$ cat config.mk
export PLATFORM = sky130hd
export DESIGN_NAME = link_pattern_gen
export DESIGN_NICKNAME = d
export VERILOG_FILES = /design/src/rtl/link_pattern_pkg.sv /design/src/rtl/lpg_lfsr.sv /design/src/rtl/lpg_zero_limit.sv /design/src/rtl/lpg_word_seq.sv /design/src/rtl/link_pattern_gen.sv
export SDC_FILE = /design/constraint.sdc
export NUM_CORES = 1
export LEC_CHECK = 0
export ABC_CLOCK_PERIOD_IN_PS = 3300
export BUFFER_PORTS_ARGS = -buffer_cell sky130_fd_sc_hd__buf_2
export CAP_MARGIN = 0
export CORE_AREA = 2 2 73 75
export DETAILED_ROUTE_END_ITERATION = 8
export DIE_AREA = 0 0 75 77
export GPL_TIMING_DRIVEN = 0
export PLACE_DENSITY = 0.82
export SKIP_CTS_REPAIR_TIMING = 1
export SLEW_MARGIN = 20
export SYNTH_ARGS = -nofsm -noshare
export SYNTH_HDL_FRONTEND = slang
export SYNTH_HIERARCHICAL = 1
export SYNTH_SLANG_ARGS = --single-unit
export TNS_END_PERCENT = 10
$ cat constraint.sdc
create_clock -name clk_i -period 3.3 [get_ports clk_i]
set_input_delay 0.66 -clock clk_i [delete_from_list [all_inputs] [get_ports clk_i]]
set_output_delay 0.66 -clock clk_i [all_outputs]
set_load 0.03 [all_outputs]
$ cat src/rtl/link_pattern_pkg.sv
package link_pattern_pkg;
  typedef enum logic [2:0] {
    MODE_PRBS7  = 3'd0,
    MODE_PRBS9  = 3'd1,
    MODE_PRBS11 = 3'd2,
    MODE_PRBS15 = 3'd3,
    MODE_QRSS   = 3'd4,
    MODE_REPEAT = 3'd5,
    MODE_ALT    = 3'd6,
    MODE_IDLE   = 3'd7
  } lpg_mode_e;

  localparam int LFSR_W    = 20;
  localparam int ZRUN_MAX  = 14;
  localparam int WORD_W    = 16;
endpackage

$ cat src/rtl/lpg_lfsr.sv
module lpg_lfsr
  import link_pattern_pkg::*;
#(
  parameter int W = LFSR_W
) (
  input  logic         clk_i,
  input  logic         rst_ni,
  input  logic         en_i,
  input  logic         load_i,
  input  logic [2:0]   cfg_i,
  input  logic [W-1:0] seed_i,
  output logic         raw_o
);
  localparam int NCFG = 8;
  localparam int NLEN = 5;
  localparam int LEN [NLEN] = '{7, 9, 11, 15, 20};
  localparam int TAP [NLEN] = '{6, 5, 9, 14, 17};

  logic [W-1:0] sr;
  logic [NCFG-1:0] fb_v, out_v;
  logic [W-1:0] mask_v [NCFG];
  logic [W-1:0] mask_cur;

  for (genvar g = 0; g < NCFG; g++) begin : g_cfg
    if (g < NLEN) begin : g_len
      assign fb_v[g]   = sr[LEN[g]-1] ^ sr[TAP[g]-1];
      assign out_v[g]  = sr[LEN[g]-1];
      assign mask_v[g] = W'((64'd1 << LEN[g]) - 64'd1);
    end else begin : g_none
      assign fb_v[g]   = 1'b0;
      assign out_v[g]  = 1'b0;
      assign mask_v[g] = '0;
    end
  end

  assign mask_cur = mask_v[cfg_i];
  assign raw_o    = out_v[cfg_i];

  always_ff @(posedge clk_i or negedge rst_ni) begin
    if (!rst_ni)     sr <= '1;
    else if (load_i) sr <= seed_i & mask_cur;
    else if (en_i)   sr <= {sr[W-2:0], fb_v[cfg_i]} & mask_cur;
  end


  lfsr_hold_chk: assert property (@(posedge clk_i) disable iff (!rst_ni)
    !en_i && !load_i |=> $stable(sr));


  lfsr_lockup_chk: assert property (@(posedge clk_i) disable iff (!rst_ni)
    en_i && !load_i && cfg_i < 3'd5 && (sr & mask_cur) != '0 |=> sr != '0);
endmodule

$ cat src/rtl/lpg_zero_limit.sv
module lpg_zero_limit
  import link_pattern_pkg::*;
#(
  parameter int MAX_RUN = ZRUN_MAX
) (
  input  logic clk_i,
  input  logic rst_ni,
  input  logic en_i,
  input  logic clr_i,
  input  logic raw_i,
  output logic data_o
);
  localparam int CW = $clog2(MAX_RUN + 1);

  logic [CW-1:0] zcnt;

  assign data_o = raw_i | (zcnt == CW'(MAX_RUN));

  always_ff @(posedge clk_i or negedge rst_ni) begin
    if (!rst_ni)     zcnt <= '0;
    else if (clr_i)  zcnt <= '0;
    else if (en_i)   zcnt <= data_o ? '0 : zcnt + 1'b1;
  end


  zrun_bound_chk: assert property (@(posedge clk_i) disable iff (!rst_ni)
    zcnt <= CW'(MAX_RUN));
endmodule

$ cat src/rtl/lpg_word_seq.sv
module lpg_word_seq
  import link_pattern_pkg::*;
#(
  parameter int PW    = 32,
  parameter int CNT_W = 8
) (
  input  logic             clk_i,
  input  logic             rst_ni,
  input  logic             en_i,
  input  logic             clr_i,
  input  logic             alt_i,
  input  logic [PW-1:0]    pattern_i,
  input  logic [CNT_W-1:0] alt_cnt_i,
  output logic             data_o
);
  localparam int IDX_W = $clog2(PW);
  localparam int BIT_W = $clog2(WORD_W);

  logic [IDX_W-1:0] idx;
  logic [CNT_W-1:0] wcnt;
  logic             sel;
  logic             word_end;

  assign word_end = (idx[BIT_W-1:0] == '1);
  // word B sits directly above word A
  assign data_o = alt_i ? pattern_i[{sel, idx[BIT_W-1:0]}] : pattern_i[idx];

  always_ff @(posedge clk_i or negedge rst_ni) begin
    if (!rst_ni) begin
      idx  <= '0;
      wcnt <= '0;
      sel  <= 1'b0;
    end else if (clr_i) begin
      idx  <= '0;
      wcnt <= '0;
      sel  <= 1'b0;
    end else if (en_i) begin
      idx <= idx + 1'b1;
      if (alt_i && word_end) begin
        if (wcnt == alt_cnt_i) begin
          wcnt <= '0;
          sel  <= ~sel;
        end else begin
          wcnt <= wcnt + 1'b1;
        end
      end
    end
  end


  word_clr_chk: assert property (@(posedge clk_i) disable iff (!rst_ni)
    clr_i |=> idx == '0 && wcnt == '0 && !sel);


  word_swap_chk: assert property (@(posedge clk_i) disable iff (!rst_ni)
    !$stable(sel) |-> idx[BIT_W-1:0] == '0);
endmodule

$ cat src/rtl/link_pattern_gen.sv
module link_pattern_gen
  import link_pattern_pkg::*;
#(
  parameter int PAT_W = 32,
  parameter int CNT_W = 8
) (
  input  logic             clk_i,
  input  logic             rst_ni,
  input  logic [PAT_W-1:0] pattern_i,
  input  logic [2:0]       mode_i,
  input  logic [CNT_W-1:0] alt_count_i,
  input  logic             bit_en_i,
  input  logic             reload_i,
  output logic             data_o
);
  lpg_mode_e mode;
  logic      is_prng, is_qrss, is_word, is_alt;
  logic      raw_bit, lim_bit, word_bit;

  assign mode    = lpg_mode_e'(mode_i);
  assign is_prng = (mode_i <= 3'(MODE_QRSS));
  assign is_qrss = (mode == MODE_QRSS);
  assign is_alt  = (mode == MODE_ALT);
  assign is_word = (mode == MODE_REPEAT) || is_alt;

  lpg_lfsr #(.W(LFSR_W)) i_lfsr (
    .clk_i  (clk_i),
    .rst_ni (rst_ni),
    .en_i   (bit_en_i && is_prng),
    .load_i (reload_i),
    .cfg_i  (mode_i),
    .seed_i (pattern_i[LFSR_W-1:0]),
    .raw_o  (raw_bit)
  );

  lpg_zero_limit #(.MAX_RUN(ZRUN_MAX)) i_zlim (
    .clk_i  (clk_i),
    .rst_ni (rst_ni),
    .en_i   (bit_en_i && is_qrss),
    .clr_i  (reload_i),
    .raw_i  (raw_bit),
    .data_o (lim_bit)
  );

  lpg_word_seq #(.PW(PAT_W), .CNT_W(CNT_W)) i_wseq (
    .clk_i     (clk_i),
    .rst_ni    (rst_ni),
    .en_i      (bit_en_i && is_word),
    .clr_i     (reload_i),
    .alt_i     (is_alt),
    .pattern_i (pattern_i),
    .alt_cnt_i (alt_count_i),
    .data_o    (word_bit)
  );

  always_comb begin
    unique case (mode)
      MODE_PRBS7, MODE_PRBS9, MODE_PRBS11, MODE_PRBS15: data_o = raw_bit;
      MODE_QRSS:                  data_o = lim_bit;
      MODE_REPEAT, MODE_ALT:      data_o = word_bit;
      default:                    data_o = 1'b0;
    endcase
  end
endmodule

# Yosys cells after proc, flatten, opt, wreduce, memory -nomap -nowiden
# Memory sizes are Yosys's and may differ from the RTL's.
# Index checks and enable logic that the tools add are counted.
[classes]
n_eq_ne = 9
n_reduce_logical = 15
bitwise_logic = 10
add_sub_neg = 3
magnitude_cmp = 5
n_mux = 27
[op_table]
columns = ["operator", "count"]
rows = [
  ["two-way mux 20 bit", 4],
  ["bitwise AND 20 bit", 2],
  ["two-way mux 8 bit", 4],
  ["less-than comparator 5 x 6 -> 1 bit, second input constant", 2],
  ["two-way mux 4 bit", 3],
  ["binary-select mux 1 bit (select 5 bit)", 2],
  ["two-way mux 5 bit", 2],
  ["nonzero test 2 bit", 5],
  ["== test 3 bit, second input constant", 3],
  ["two-way mux 1 bit", 9],
  ["adder 8 x 1 -> 8 bit, second input constant", 1],
  ["== test 4 bit, second input constant", 2],
  ["== test 8 bit", 1],
  ["binary-select mux 1 bit (select 3 bit)", 2],
  ["== test 3 x 2 -> 1 bit, second input constant", 2],
  ["adder 5 x 1 -> 5 bit, second input constant", 1],
  ["bitwise XOR 1 bit", 5],
  ["adder 4 x 1 -> 4 bit, second input constant", 1],
  ["greater-or-equal comparator 4 bit, second input constant", 1],
  ["logical AND 1 bit", 4],
  ["less-than comparator 3 x 4 -> 1 bit, second input constant", 1],
  ["NOT 3 -> 4 bit", 1],
  ["OR reduction 4 bit", 1],
  ["== test 3 x 1 -> 1 bit, second input constant", 1],
  ["other kinds (9)", 9],
]
[totals]
in_bits = 47
reg_bits = 38
romBits = 160
memories = 1
[mem_list]
columns = ["name", "depth", "word_bits", "rd", "rd_clocked_by_memory_dff", "write_ports", "line", "source"]
rows = [
  ["(name not given)", 8, 20, 1, 0, 0, "lpg_lfsr.sv:36", "assign mask_cur = mask_v[cfg_i];"],
]

# Logic depth before layout (Yosys ltp)
# Gate-level depths: netlist (run 1).
[logic_depth]
depth_word = 7
depth_mapped = 8

# Hierarchy
# Netlist (run 1), hierarchy kept.
[modules_own_cells]
columns = ["module", "cells_per_inst", "n_inst", "seq_area_each_um2", "area_per_inst_um2"]
rows = [
  ["lpg_lfsr", 129, 1, 525.5, 1229.9],
  ["lpg_word_seq", 107, 1, 350.3, 1136.1],
  ["lpg_zero_limit", 26, 1, 100.1, 250.2],
  ["link_pattern_gen", 12, 1, 0.0, 78.8],
]

# Worst setup path before layout (run 1)
# No wires, ideal clock.
[synth_timing]
path_kind = "input-to-output"
start = "input port mode_i[0]"
end = "output port data_o"
required_ns = 2.640
path_buffers = 0
cell_stages = 7
slack_ns = 0.048
arrival_ns = 2.592
cell_sequence = "nand2b_1 -> nor2_1 -> mux2i_1 -> a211oi_1 -> o31ai_1 -> mux2i_1 -> o221ai_1"
[synth_rtl]
columns = ["element", "line", "source"]
rows = [
  ["start: declaration", "link_pattern_gen.sv:10", "input logic [2:0] mode_i,"],
  ["== test 3 bit", "link_pattern_gen.sv:23", "assign is_alt = (mode == MODE_ALT);"],
  ["via is_alt", "link_pattern_gen.sv:17", "logic is_prng, is_qrss, is_word, is_alt;"],
  ["two-way mux 1 bit", "lpg_word_seq.sv:26", "assign data_o = alt_i ? pattern_i[{sel, idx[BIT_W-1:0]}] : pattern_i[idx];"],
  ["via word_bit", "link_pattern_gen.sv:18", "logic raw_bit, lim_bit, word_bit;"],
  ["case mux 1 bit (3 select lines)", "link_pattern_gen.sv:57", "unique case (mode)"],
  ["end: declaration", "link_pattern_gen.sv:14", "output logic data_o"],
]
# The timed path passes the listed nets, and every way through them passes these cells. The select of a mux whose other input is x is not followed.

# Final worst setup path (run 1)
# Ends and elaborated chain as after synthesis.

==> results of run 1 <==
## synth_stat cells, types with 2 or more instances
cell type	count
nand3_1	26
dfstp_2	20
dfrtp_1	18
o21ai_1	18
nor2b_1	17
xnor2_1	16
a31oi_1	15
nor2_1	14
a21oi_1	12
nand2_1	11
mux2i_1	9
xor2_1	8
and2b_1	6
clkbuf_1	6
mux4_1	6
nor3_1	6
inv_1	5
o21ai_0	5
buf_6	4
ha_1	4
nand2b_1	3
a21oi_2	2
and2_1	2
and3_1	2
buf_4	2
mux4_2	2
nand4_1	2
nand4b_1	2
nor3b_1	2
or3_1	2
## flip-flops by register name (all words and copies together) (netlist names)
signal and count:
i_lfsr/sr 20, i_wseq/idx 5, i_wseq/wcnt 8, i_zlim/zcnt 4, i_wseq/sel 1
## cell usage in the layout (no fill, tap or decap), types with 11 or more instances in the layout
cell,count
buf_2,46
nand3_1,26
dfstp_2,20
o21ai_1,18
nor2b_1,17
dfrtp_1,17
xnor2_1,16
a31oi_1,14
nor2_1,13
a21oi_1,12
nand2_1,11
## routing by layer
layer  global-route usage [%]  vias to the layer above  wire length, um
li1                         -                     1117                -
met1                    31.22                     1128             2768
met2                    36.58                       72             3044
met3                    5.650                        6              355
met4                    6.071                        0               72
met5                        0                        -                0
## through the flow
step,std cells,worst slack (ps)
after CTS,399,-356.6
after floorplan,274,47.59
after global placement,391,-315.8
after detailed placement,391,-344.9
after global routing,403,-64.88
final,403,115.0
## power groups by stage
stage                     Combinational, uW  Sequential, uW  Clock, uW
after floorplan                         126             517          0
after CTS                               203             514        343
after global routing                    236             517        363
after detailed placement                202             522          0
final                                   213             515        336
after global placement                  199             522          0
## worst max-delay path, cell delays in order
cell	delay, ps
buf_2	180
nand2b_4	180
nor2_4	180
mux2i_4	290
and2b_1	220
a211oi_2	230
o31ai_2	110
mux2i_1	160
o221ai_1	130
buf_4	190
## cell families (layout without fill, tap and decap cells)
logic type | count (synthesis) | in the layout | synth area share (%)
AOI/OAI and AO/OA | 65 | 65 | 14.95
xor gates and xnor gates | 24 | 24 | 7.799
adders and majority gates | 4 | 4 | 1.857
buffers and inverters | 20 | 79 | 4.642
DFF | 38 | 38 | 36.21
muxes | 18 | 18 | 11.28
and+or+nand+nor | 105 | 105 | 23.26
## cell type report
cell class	instances	share of cell area (%)
multi-input combinational	216	51.29
sequential	38	30.60
timing repair buffer	51	8.464
buffer	15	3.448
tap	70	2.743
clock buffer	7	2.704
inverter	5	0.5878
clock inverter	1	0.1567
## worst max path at each step
stage,from,end,slack (ps),cells past startpoint
3_3_place_gp,mode_i[0],data_o,-320,9
6_report,mode_i[0],data_o,120,10
2_1_floorplan,mode_i[0],data_o,50,7
3_5_place_dp,mode_i[0],data_o,-340,10
4_1_cts,mode_i[0],data_o,-360,10
5_1_grt,mode_i[0],data_o,-60,10
==> impl_metrics.csv, run 1 <==
group,metric,value,unit
outcome,status,"completed",
worst_setup_path,ff2ff_path_depth,7,
global_routing,gr-total-overflow,0,
clock_tree,cts.clk_slew.worst_paths,80,ps
yosys,syn_inst,274,
sta,hold_ws,482.5,ps
yosys,yosysWarnings,6,
yosys,synth.yosys.seq_area_share,36.21,%
die,die_h,77,um
placement,placed_area,3018,sq um
worst_setup_path,cp_max_fo,10,
final_layout,regArea,977.2,sq um
final_layout,antenna_cells,0,
die,start_util,54.15,%
clock_tree,cts_tree,"built",
sta,maxSlewHeadroom,41.43,%
yosys,netlist_top_cells_area,"dfstp_2 (19%), dfrtp_1 (17%), mux4_1 (5.8%), xnor2_1 (5.2%), nand3_1 (4.8%)",
sta,setup_violations,0,
power_and_ir_drop,power_report.internal_total,766.8,uW
global_routing,grt_pass1_vias,2201,
drt,routed_wl,6240,um
yosys,synth-seq-cells,38,
global_routing,grt_usage,23.06,%
die,die_w,75,um
sta,timing.final.crit_share,96.51,%
power_and_ir_drop,p_sw_share,27.94,%
yosys,synthDistinctLibCells,57,
clock_tree,clock-root-buffer,"clkbuf_8",
drt,drc_errors,0,
power_and_ir_drop,leakagePower,0.001349,uW
drt,firstDrtPassIters,4,
worst_setup_path,worst-setup-path-type,"primary input to output port",
drt,dr_total_vias,2323,
placement,place_congestion,0.8452,
global_routing,grt_max_degree,39,
final_layout,drive_gt1_share,32.43,%
power_and_ir_drop,p_total,1064,uW
yosys,synth_ff_type,"dfstp_2",
yosys,synth_edf_count,0,
clock_tree,clock_latency,300,ps
worst_setup_path,r2r_start,"i_lfsr/sr[8]",
power_and_ir_drop,powerDensity,333.3,nW/um^2
sta,setup_tns,0,ps
placement,portBuffers,47,
worst_setup_path,startpoint_type,"primary input",
sta,final-hold-violation-count,0,
worst_setup_path,worstPathArrival,2520,ps
yosys,async_flop_share,100.0,%
final_layout,nNetsFinal,383,
global_routing,antenna_found_initial,0,
final_layout,final_util,64.15,%
power_and_ir_drop,power.net_switching,297.3,uW
clock_tree,clock_sinks,38,
global_routing,grt_pass1_wl,10380,um
drt,drtIter0Drc,83,
worst_setup_path,rr_endpoint,"i_zlim/zcnt[0]",
final_layout,final_area,3193,sq um
drt,drtAntennaViolNets,0,
die,die-area,5775,sq um
die,io_pins,48,
power_and_ir_drop,ir_worst_vdd,320.2,uV
job,maxCapViolCount,0,
worst_setup_path,r2r_setup_slack,1540,ps
clock_tree,cts_max_path_buffers,2,
sta,fin_skew,8.314,ps
power_and_ir_drop,p_seq_share,48.4,%
yosys,synth_top_cell_by_area,"dfstp_2",
yosys,synth_nets,325,
yosys,syn_area,2695,sq um
placement,post-dp-hpwl,4523,um
sta,fin_crit,3185,ps
hold_path,hp-class,"primary input to asynchronous set/reset pin",
final_layout,syn2layout_area_growth,18.48,%
clock_tree,cts_made_buffers,5,
yosys,synth.top_cell.area_share,19.50,%
power_and_ir_drop,combinationalPowerShare,20.0,%
yosys,avgSynthCellArea,9.836,sq um
clock_tree,htree_levels,2,
worst_setup_path,required,2640,ps
final_layout,num-fill-cells,428,
worst_setup_path,worstSetupEndpointType,"output port",
die,rows,26,
drt,wire_per_inst,15.48,um
power_and_ir_drop,pwr-share-clk,31.6,%
drt,avgViaCountPerCell,5.764,
sta,worst_slew_pin_slew,878.6,ps
final_layout,multi_input_area,1638,sq um
sta,slew_viol_final,0,
die,core_area,4977,sq um
sta,max_freq,314.0,MHz
(Power assumes the default switching activity.)
==> run 2: changes to the inputs <==
--- a/config.mk
+++ b/config.mk
@@ -5,13 +5,13 @@
 export SDC_FILE = /design/constraint.sdc
 export NUM_CORES = 1
 export LEC_CHECK = 0
+export ABC_AREA = 1
 export ABC_CLOCK_PERIOD_IN_PS = 3300
 export BUFFER_PORTS_ARGS = -buffer_cell sky130_fd_sc_hd__buf_2
 export CAP_MARGIN = 0
-export CORE_AREA = 2 2 73 75
+export CORE_AREA = 2 2 75 77
 export DETAILED_ROUTE_END_ITERATION = 8
-export DIE_AREA = 0 0 75 77
-export GPL_TIMING_DRIVEN = 0
+export DIE_AREA = 0 0 77 79
 export PLACE_DENSITY = 0.82
 export SKIP_CTS_REPAIR_TIMING = 1
 export SLEW_MARGIN = 20
==> run 2 against run 1 <==
Net effect: final cell count up 37%; sequential cell count unchanged; critical path depth rose by 4; first-iteration DRC count rose by 54%; count of clock-buffer cells in the layout decreased by 1; sequential share of layout area is 0.63 points lower; register-to-register slack improved by 60 ps; wire length increased by 9.3%; power up 10%; worst hold slack worse by 6.5 ps; clock power up 16%; largest power group unchanged.
==> impl_metrics.csv, run 2 <==
group,metric,value,unit
outcome,status,"completed",
final_layout,largest_reg_flops,20,
worst_setup_path,cp_cell_sequence,"buf_2, inv_1, a21oi_1, o21ai_0, nand2_1, nand2_1, o21ai_0, inv_1, nand2_1, nand3_1, nand2_1, inv_1, nand2_1, buf_2",
job,maxCapViolCount,0,
final_layout,regArea,975.9,sq um
yosys,synth-seq-cells,38,
global_routing,grt_usage,23.92,%
drt,met2_wirelength,3318,um
die,die-area,6083,sq um
die,start_util,54.36,%
drt,wl_met3,246,um
global_routing,antenna_found_initial,0,
final_layout,antenna_cells,0,
drt,wire_per_inst,12.33,um
yosys,synthDistinctLibCells,35,
die,io_pins,48,
drt,drtIter0Drc,128,
worst_setup_path,required,2640,ps
yosys,synth_edf_count,0,
final_layout,final_cells,553,
placement,post-dp-hpwl,5060,um
final_layout,num-fill-cells,518,
drt,drc_errors,0,
sta,rsz0062_at_grt,"no",
worst_setup_path,rr_endpoint,"i_wseq/wcnt[3]",
drt,firstDrtPassIters,4,
sta,hold_ws,476.0,ps
worst_setup_path,worstSetupEndpointType,"output port",
clock_tree,cts.clk_slew.worst_paths,80,ps
drt,avgViaCountPerCell,5.049,
yosys,synth_ff_type,"dfstp_2",
clock_tree,cts_max_path_buffers,2,
die,core_area,5338,sq um
worst_setup_path,startpoint_type,"primary input",
placement,place_congestion,0.8895,
yosys,yosysMostFrequentCell,"nand2_1",
worst_setup_path,worstPathArrival,2080,ps
worst_setup_path,r2r_setup_slack,1600,ps
clock_tree,htree_levels,2,
yosys,synth_top_cell_by_area,"nand2_1",
power_and_ir_drop,powerDensity,360.4,nW/um^2
worst_setup_path,cp_max_fo,9,
worst_setup_path,crit_path_max_incr_delay,200,ps
clock_tree,cts_tree,"built",
placement,portBuffers,47,
final_layout,syn2layout_area_growth,12.20,%
yosys,synth_nets,487,
yosys,synth.top_cell.area_share,18.50,%
global_routing,gr-total-overflow,0,
sta,maxSlewHeadroom,43.85,%
die,die_w,77,um
drt,wl_met1,3181,um
yosys,avgSynthCellArea,6.655,sq um
power_and_ir_drop,ir_worst_vdd,251.4,uV
final_layout,largestRegisters,"i_lfsr/sr (20), i_wseq/wcnt (8), i_wseq/idx (5)",
worst_setup_path,startpoint,"mode_i[1]",
global_routing,grt_max_degree,39,
die,rows,27,
worst_setup_path,worst-setup-path-type,"primary input to output port",
yosys,yosysWarnings,6,
final_layout,multi_input_area,1518,sq um
final_layout,largest-register,"i_lfsr/sr",
power_and_ir_drop,leakagePower,0.001727,uW
sta,worst_slew_pin_slew,842.3,ps
worst_setup_path,cp-endpoint,"data_o",
global_routing,grt_pass1_wl,11920,um
sta,max_freq,365.3,MHz
worst_setup_path,ff2ff_path_depth,8,
final_layout,layout_common_cells,"nand2_1 (143), inv_1 (71), buf_2 (47)",
yosys,async_flop_share,100.0,%
sta,timing.final.crit_share,82.95,%
die,die_h,79,um
sta,setup_violations,0,
final_layout,layout_commonest_cell,"nand2_1",
worst_setup_path,slowest_stage,"buf_2",
final_layout,nNetsFinal,531,
yosys,syn_inst,436,
clock_tree,clock_sinks,38,
worst_setup_path,crit_cells,14,
yosys,syn_area,2902,sq um
drt,dr.max_layer_used,"met4",
sta,final-hold-violation-count,0,
drt,drtAntennaViolNets,0,
placement,dp_cells,545,
worst_setup_path,cp_common_cell,"nand2_1",
sta,fin_skew,10.04,ps
worst_setup_path,critPathTopFamily,"buffers and inverters",
yosys,yosys-top-cells-count,"nand2_1 (143), inv_1 (71), nand3_1 (30), nor2_1 (27), o21ai_0 (24)",
hold_path,hp-class,"primary input to asynchronous set/reset pin",
global_routing,grt_pass1_vias,2757,
clock_tree,clock-root-buffer,"clkbuf_8",
sta,slew_viol_final,0,
sta,setup_tns,0,ps
yosys,synth.yosys.seq_area_share,33.64,%
clock_tree,clock_latency,290,ps
final_layout,drive_gt1_share,21.83,%
clock_tree,cts_made_buffers,5,
drt,dr_total_vias,2792,
worst_setup_path,r2r_start,"i_wseq/idx[1]",
drt,routed_wl,6821,um
worst_setup_path,path_buf_inv,5,
sta,fin_crit,2737,ps
power_and_ir_drop,p_total,1173,uW
yosys,netlist_top_cells_area,"nand2_1 (18%), dfstp_2 (18%), dfrtp_1 (16%), inv_1 (9.2%), nand3_1 (5.2%)",
==> run 2: worst min path at each step <==
stage / startpoint / end / cells after the start
3_3_place_gp: i_lfsr/sr[0] / i_lfsr/sr[0] / 2
2_1_floorplan: rst_ni / i_wseq/idx[0] / 0
3_5_place_dp: i_lfsr/sr[0] / i_lfsr/sr[0] / 2
4_1_cts: i_lfsr/sr[0] / i_lfsr/sr[0] / 2
6_report: rst_ni / i_wseq/idx[4] / 1
5_1_grt: i_lfsr/sr[0] / i_lfsr/sr[0] / 2
==> run 2: metrics by stage <==
step / util (%) / worst slack [ps] / instance area, sq um
after CTS: 60.99 / 584.0 / 3256
after detailed placement: 58.93 / 602.5 / 3146
after global routing: 60.99 / 427.1 / 3256
final: 60.99 / 562.6 / 3256
after global placement: 58.93 / 681.8 / 3146
after floorplan: - / 955.2 / 2902
==> run 2: cell families after synthesis <==
group / after synthesis / synth area share [%]
AOI/OAI and AO/OA: 62 / 12.81
xor gates and xnor gates: 9 / 2.716
adders and majority gates: 4 / 1.725
buffers and inverters: 91 / 14.06
DFF: 38 / 33.63
muxes: 1 / 0.3450
and+or+nand+nor: 231 / 34.71
==> run 2: power breakdown <==
| part | switching [uW] | internal (uW) | total, uW | leakage, uW |
|---|---|---|---|---|
| combinational | 156 | 92.1 | 248 | 0.00122 |
| sequential | 25.3 | 511 | 536 | 0.000454 |
| clock | 164 | 226 | 389 | 0.0000514 |
==> run 2: cell type report <==
| class | instances | share of cell area [%] |
|---|---|---|
| well taps | 72 | 2.767 |
| clock inverters | 2 | 1.153 |
| multi-input cells | 307 | 46.62 |
| clock buffers | 6 | 2.229 |
| inverters | 80 | 9.800 |
| flip-flops and latches | 38 | 29.98 |
| repair buffers | 48 | 7.456 |
==> run 2: metal layers <==
metal,vias to the layer above,GRT usage [%]
li1,1458,-
met1,1266,31.41
met2,62,41.14
met3,6,3.068
met4,0,8.036
met5,-,0
==> run 2: worst reg2reg max path, stage by stage, from the launching register on <==
cell,delay [ps]
dfrtp_1,600
ha_1,240
nand2_2,80
nor2_4,140
nand2_2,80
nand2_4,150
nand2_1,80
xor2_1,150
a21oi_2,110
